`config.mk`:
```
export PLATFORM = sky130hd
export DESIGN_NAME = lockstep_safety_ctrl
export DESIGN_NICKNAME = d
export VERILOG_FILES = /design/src/rtl/lsc_pkg.sv /design/src/rtl/lsc_compare.sv /design/src/rtl/lsc_pulse_gen.sv /design/src/rtl/lsc_regs.sv /design/src/rtl/lockstep_safety_ctrl.sv
export SDC_FILE = /design/constraint.sdc
export NUM_CORES = 1
export LEC_CHECK = 0
export BUFFER_PORTS_ARGS = -buffer_cell sky130_fd_sc_hd__buf_4
export CORE_ASPECT_RATIO = 1.5
export CORE_MARGIN = 2
export CORE_UTILIZATION = 30
export CTS_BUF_LIST = sky130_fd_sc_hd__clkbuf_8 sky130_fd_sc_hd__clkbuf_16
export CTS_CLUSTER_SIZE = 30
export DETAILED_ROUTE_END_ITERATION = 16
export PLACE_DENSITY_LB_ADDON = 0.05
export SLEW_MARGIN = 0
export SYNTH_ARGS = -nofsm -noshare
export SYNTH_HDL_FRONTEND = slang
export SYNTH_SLANG_ARGS = --single-unit
```
`constraint.sdc`:
```
create_clock -name clk -period 1.3 [get_ports clk]
set_input_delay 0.26 -clock clk [delete_from_list [all_inputs] [get_ports clk]]
set_output_delay 0.26 -clock clk [all_outputs]
set_load 0.01 [all_outputs]
```
`src/rtl/lsc_pkg.sv`:
```
package lsc_pkg;
  typedef enum logic [2:0] {
    A_RSTCFG = 3'd0,
    A_STAT   = 3'd1,
    A_CAUSE  = 3'd2,
    A_IRQCTL = 3'd3,
    A_IRQEN  = 3'd4,
    A_DIAG   = 3'd5
  } lsc_addr_e;
endpackage

```
`src/rtl/lsc_compare.sv`:
```
module lsc_compare #(
  parameter int BUS_W = 72
) (
  input  logic             clk,
  input  logic             rst,
  input  logic             en,
  input  logic [BUS_W-1:0] a,
  input  logic [BUS_W-1:0] b,
  output logic             err
);
  logic [BUS_W-1:0] a_q, b_q;
  logic             en_q;

  // Stage 1 registers both buses; stage 2 registers the XOR reduction.
  always_ff @(posedge clk) begin
    if (rst) begin
      a_q  <= '0;
      b_q  <= '0;
      en_q <= 1'b0;
      err  <= 1'b0;
    end else begin
      a_q  <= a;
      b_q  <= b;
      en_q <= en;
      err  <= en_q && (|(a_q ^ b_q));
    end
  end
endmodule

```
`src/rtl/lsc_pulse_gen.sv`:
```
module lsc_pulse_gen #(
  parameter int RST_LEN = 16
) (
  input  logic clk,
  input  logic rst,
  input  logic req,
  output logic busy
);
  localparam int CW = $clog2(RST_LEN + 1);
  logic [CW-1:0] cnt;

  always_ff @(posedge clk) begin
    if (rst) begin
      busy <= 1'b0;
      cnt  <= '0;
    end else if (!busy && req) begin
      busy <= 1'b1;
      cnt  <= CW'(RST_LEN - 1);
    end else if (busy) begin
      if (cnt == '0) busy <= 1'b0;
      else           cnt  <= cnt - 1'b1;
    end
  end
endmodule

```
`src/rtl/lsc_regs.sv`:
```
module lsc_regs
  import lsc_pkg::*;
#(
  parameter int N_SRC = 8
) (
  input  logic             clk,
  input  logic             por_rst,
  input  logic             func_rst,
  input  logic [N_SRC-1:0] src,
  input  logic             sres_busy,
  input  logic [2:0]       reg_addr,
  input  logic             reg_we,
  input  logic [N_SRC-1:0] reg_wdata,
  output logic [N_SRC-1:0] reg_rdata,
  output logic [N_SRC-1:0] stat_o,
  output logic [N_SRC-1:0] clr_o,
  output logic             cause_o,
  output logic             rst_req,
  output logic             irq_o,
  output logic             nmi_o,
  output logic             diag_o
);
  logic [N_SRC-1:0] stat_q, cfg_q, irqen_q;
  logic             cause_q, busy_d;

  logic wr_stat, wr_cause;
  assign wr_stat  = reg_we && (reg_addr == A_STAT);
  assign wr_cause = reg_we && (reg_addr == A_CAUSE) && reg_wdata[0];
  assign clr_o    = wr_stat ? reg_wdata : '0;

  // Always-on domain: sticky status and reset cause.
  always_ff @(posedge clk) begin
    if (por_rst) begin
      stat_q  <= '0;
      cause_q <= 1'b0;
      busy_d  <= 1'b0;
    end else begin
      stat_q <= (stat_q & ~clr_o) | src;
      busy_d <= sres_busy;
      if (sres_busy && !busy_d) cause_q <= 1'b1;
      else if (wr_cause)        cause_q <= 1'b0;
    end
  end

  // Functional domain: cleared by power-up or safety reset.
  always_ff @(posedge clk) begin
    if (func_rst) begin
      cfg_q   <= '0;
      irqen_q <= '0;
      nmi_o   <= 1'b1;
      diag_o  <= 1'b0;
      irq_o   <= 1'b0;
    end else begin
      if (reg_we && reg_addr == A_RSTCFG) cfg_q   <= reg_wdata;
      if (reg_we && reg_addr == A_IRQEN)  irqen_q <= reg_wdata;
      if (reg_we && reg_addr == A_IRQCTL) nmi_o   <= reg_wdata[0];
      diag_o <= reg_we && (reg_addr == A_DIAG) && reg_wdata[0];
      irq_o  <= |(stat_q & irqen_q);
    end
  end

  always_ff @(posedge clk) begin
    if (por_rst) reg_rdata <= '0;
    else begin
      case (reg_addr)
        A_RSTCFG: reg_rdata <= cfg_q;
        A_STAT:   reg_rdata <= stat_q;
        A_CAUSE:  reg_rdata <= N_SRC'(cause_q);
        A_IRQCTL: reg_rdata <= N_SRC'(nmi_o);
        A_IRQEN:  reg_rdata <= irqen_q;
        default:  reg_rdata <= '0;
      endcase
    end
  end

  assign rst_req = |(stat_q & cfg_q);
  assign stat_o  = stat_q;
  assign cause_o = cause_q;
endmodule

```
`src/rtl/lockstep_safety_ctrl.sv`:
```
module lockstep_safety_ctrl #(
  parameter int BUS_W   = 72,
  parameter int N_SRC   = 8,
  parameter int CMP_IDX = 5,
  parameter int RST_LEN = 16
) (
  input  logic             clk,
  input  logic             por_rst,
  input  logic             cmp_en,
  input  logic [BUS_W-1:0] mst_bus,
  input  logic [BUS_W-1:0] chk_bus,
  input  logic [N_SRC-1:0] ext_err,
  input  logic [2:0]       reg_addr,
  input  logic             reg_we,
  input  logic [N_SRC-1:0] reg_wdata,
  output logic [N_SRC-1:0] reg_rdata,
  output logic             irq_o,
  output logic             irq_nmi_o,
  output logic             diag_o,
  output logic             safety_rst_o
);
  logic             cmp_err, rst_req, func_rst, cause;
  logic [N_SRC-1:0] src, stat, clr;

  assign func_rst = por_rst | safety_rst_o;
  assign src      = ext_err | (N_SRC'(cmp_err) << CMP_IDX);

  lsc_compare #(.BUS_W(BUS_W)) cmp_i (
    .clk(clk), .rst(por_rst), .en(cmp_en),
    .a(mst_bus), .b(chk_bus), .err(cmp_err)
  );

  lsc_pulse_gen #(.RST_LEN(RST_LEN)) pulse_i (
    .clk(clk), .rst(por_rst), .req(rst_req), .busy(safety_rst_o)
  );

  lsc_regs #(.N_SRC(N_SRC)) regs_i (
    .clk(clk), .por_rst(por_rst), .func_rst(func_rst), .src(src),
    .sres_busy(safety_rst_o), .reg_addr(reg_addr), .reg_we(reg_we),
    .reg_wdata(reg_wdata), .reg_rdata(reg_rdata), .stat_o(stat),
    .clr_o(clr), .cause_o(cause), .rst_req(rst_req), .irq_o(irq_o),
    .nmi_o(irq_nmi_o), .diag_o(diag_o)
  );
endmodule

```
==> results <==
- After detailed routing, the number of vias per cell comes to 4.27.
- The layout cell share with drive strength beyond 1 is 0.322.
- The clock transition time at the flip-flop clock pins of the worst setup and hold paths is 0.07 ns.
- The number of storage elements in the synthesis netlist is 189.
- Leaving out fill and tap cells, the most frequent cell in the layout is buf_4.
- The run finished, with violations left.
- In the post-route analysis, the smallest setup slack over all paths is -0.211 ns.
- The wire length of the first global-routing pass is 24600 µm.
- The cell internal power dissipation is 9.44 mW.
- The total via count in the routed design is 4722.
- For this block, the routed nets add up to 15700 µm of wire.
- In the final routing, the length of wire on met1 measures 5860 µm.
- The largest vdd supply drop is 884 µV.
- For this run, design rule violations remaining after detail routing come to 0.
- The final-report setup violation count is 6.
- The total clock sinks is 189.
- The number of different library cells in the post-synthesis netlist is 37.
- The startpoint identified for the worst register-to-register timing path is cmp_i.b_q[33].
- The final hold violation count is 0.
- After synthesis the cells add up to 0.00649 mm².
- The worst-case reg-to-reg path depth is 5.
- The total routing usage reported by global routing is 0.143.
- The first routing iteration left 168 violations.
- The clock power share is 0.403.
- Yosys printed 0 warnings.
- Of the available clock period, the critical path in the final layout requires 1.16.
- In this run the worst path has a maximum fanout of 1.
- The net switching power of the design is 3.08 mW.
- The path class of the lowest-slack min-delay path is primary input to flop.
- Routed signal wires occupy layers up through met4.
- The clock tree from TritonCTS is built.
- On the final layout, the worst clock skew is 0.0121 ns.
- Detailed routing placed a total of 941 µm of wire on met3.
- The sequential group share of total power is 0.497.
- Power comes to 12.5 mW.
- The maximum count of clock buffers along a single path is 2.
- TritonCTS created 17 clock buffers.
- The average detailed-routed wire length per instance is 14.2 µm.
- The port buffer count is 178.
- The number of antenna violations at the first check in global routing is 0.
- In this run the power density over the cells is 1380 mW/mm².
- The area growth from synthesis to final layout is 39.2%.
- Detailed routing placed a total of 8660 µm of wire on met2.
- The critical path is of the flop to flop type.
- From bottom edge to top edge, the die measures 184 µm.
- The sequential cell area in the final layout is 0.00379 mm².
- The number of nets in the synthesized netlist is 788.
- The first TritonRoute pass finished after 4 iterations.
- Summed over all cells, the static leakage comes to 3.96 nW.
- The final critical-path required period is 1.51 ns.
- For the worst setup path, the data required time is 1.61 ns.
- STA classifies the critical path endpoint as a flop.
- In this run the register-to-register setup slack is -0.21 ns.
- Across the run, the number of max-cap violations was 0.
- Of the total power, the share spent switching nets is 0.246.
- The filler cells instantiated in the layout total 2090.
- For this run, the slowest stage of the critical path takes 0.38 ns.
- The arrival time at the worst endpoint is 1.82 ns.
- The capture point of the critical path is cmp_i.err.
- Walking the worst path, the cells encountered are xor2_1 -> nor4_1 -> nand4_1 -> nor3_2 -> a21oi_1.
- The slowest stage of the critical path is the nor4_1 cell.
- The number of nets in the layout is 995.
- The sequential cell area fraction in the yosys report is 0.583.
- The congestion estimate from routability-driven global placement came to 0.840.
- Leaving out filler cells and counting taps, the final layout contains 1107.
- After synthesis, the cell types taking the most area are dfxtp_1, nor2b_1, xor2_1.
- For this configuration, the core starts out at a cell density of 0.307.
- Setup repair after global routing could not meet its margin everywhere.
- Final hold analysis gives a worst-case slack of 0.0354 ns.
- The share of total power dissipated in combinational logic is 0.100.
- The die width is 124 µm.
- The final antenna-violating net count is 0.
- The pin count of the biggest net entering global routing is 68.
- The worst setup path startpoint is cmp_i.b_q[33].
- After floorplanning, the core was divided into 65 placement rows.
- The clock network latency to the later pin of the worst-skew pair is 0.43 ns.
- The checks that failed: negative setup slack.
- The maximum achievable frequency is 0.662 GHz.
- The post-synthesis cell count is 619.
- The number of placed instances, taps included, is 1072.
- The region available for standard cell placement spans 0.0211 mm².
- The H-tree depth reported by CTS is 4.
- After synthesis, the mean cell area works out to 10.5 µm².
- The overflow left after global routing is 0.
- The final count of pins violating max slew is 0.
- Headroom to the max-slew limit came out at 0.745.
- The worst setup path is launched from a flop.
- The core occupancy in the finished layout is 0.428.
- In the layout the commonest cells are buf_4, dfxtp_1, nor2b_1.
- Summing all multi-input logic gate instances after layout gives 0.00265 mm².
- The synthesized design spends more area on one cell type than any other, namely dfxtp_1.
- The number of top-level design ports is 179.
- The cell chosen for the clock root is clkbuf_16.
- Of the post-synthesis cell area, the dominant cell type holds 0.583.
- The terminus of the critical flop-to-flop path is cmp_i.err.
- The die area is 0.0229 mm².
- At the pin with the least slew margin, the transition time is 0.382 ns.
- The number of global-route vias before repair is 5011.
- The placed wire-length estimate after detailed placement is 12300 µm.
- The count of antenna diodes in the layout is 0.
routing by layer:
metal	track usage	up-vias
met5	0	-
met4	0.0526	0
met3	0.0436	20
met2	0.263	137
met1	0.151	2154
li1	-	2411
worst min-delay path by stage:
stage / start / to / slack (ns) / depth (start not counted)
floorplan: ext_err[0] / regs_i.stat_o[0] / 0.38 / 2
global placement: regs_i.cfg_q[1] / regs_i.cfg_q[1] / 0.46 / 2
detailed placement: regs_i.irqen_q[2] / regs_i.irqen_q[2] / 0.46 / 2
CTS: chk_bus[35] / cmp_i.b_q[35] / 0.02 / 2
global route: chk_bus[46] / cmp_i.b_q[46] / 0.01 / 2
finish: chk_bus[35] / cmp_i.b_q[35] / 0.04 / 2
power groups by stage:
stage | clock [mW] | sequential (mW) | combinational, mW
floorplan | 0 | 6.34 | 0.563
global placement | 0 | 6.35 | 1.23
detailed placement | 0 | 6.36 | 1.24
CTS | 5.20 | 6.23 | 1.27
global route | 5.46 | 6.25 | 1.39
finish | 5.04 | 6.22 | 1.25
registers in the layout, summed over array words and instances (netlist names):
signal,count
regs_i.reg_rdata,8
regs_i.busy_d,1
regs_i.nmi_o,1
regs_i.stat_o,8
cmp_i.err,1
pulse_i.busy,1
regs_i.irqen_q,8
cmp_i.b_q,72
cmp_i.en_q,1
cmp_i.a_q,72
regs_i.cfg_q,8
regs_i.diag_o,1
regs_i.cause_o,1
pulse_i.cnt,5
regs_i.irq_o,1
timing repair:
action | CTS | global route
hold buffers | 0 | 0
buffers inserted | 3 | 1
gates cloned | 0 | 0
pin swaps | 5 | 6
setup endpoints to repair | 7 | 7
resized for setup | 8 | 7
area by class of cell:
type,count,area share
multi-input combinational,398,0.294
clock buffer,18,0.0486
clock inverter,14,0.0166
tap,268,0.0371
inverter,6,0.00277
sequential,189,0.419
timing repair buffer,214,0.182
per-stage QoR:
step                      worst slack, ns  instance area (µm²)  TNS [ns]
after floorplan                   -0.0601                 6520    -0.190
after detailed placement           -0.459                 8370     -1.30
after CTS                          -0.294                 9010    -0.863
after global placement             -0.521                 8370     -1.07
after global routing               -0.323                 9040     -1.35
final                              -0.211                 9040    -0.911
cells in the mapped netlist:
cell and number:
nor2_1 26, nor2b_1 147, nand3_1 2, clkbuf_1 19, nand3b_1 1, a211o_1 1, nor4_2 1, buf_1 1
a21oi_2 1, nor3_1 4, a22oi_1 8, o31ai_1 1, a41o_1 1, a211oi_1 1, nand2_1 42, inv_1 6
a41oi_1 1, nand2b_1 3, o22a_1 2, nor2_4 1, mux2i_1 9, o41ai_4 1, or2_1 1, buf_2 6
xor2_1 64, nand2b_4 1, dfxtp_1 189, a21oi_1 37, nor4_1 17, o311ai_1 1, o21ai_0 1, xnor2_1 12
nor3b_2 1, or3_1 1, ha_1 2, nand4_1 6, nor3_2 1
logic make-up after synthesis:
family / synth area share
AOI/OAI and AO/OA: 0.0547
adders and majority gates: 0.00385
DFF: 0.583
and+or+nand+nor: 0.223
xor gates and xnor gates: 0.102
muxes: 0.0139
buffers and inverters: 0.0196
critical path: cells and delay by family (launching register included):
kind	cells	cell delay, ns
AOI/OAI and AO/OA	1	0.08
xor gates and xnor gates	1	0.15
DFF	1	0.31
and+or+nand+nor	3	0.85
Note: power is estimated with default switching activity, not from simulation.
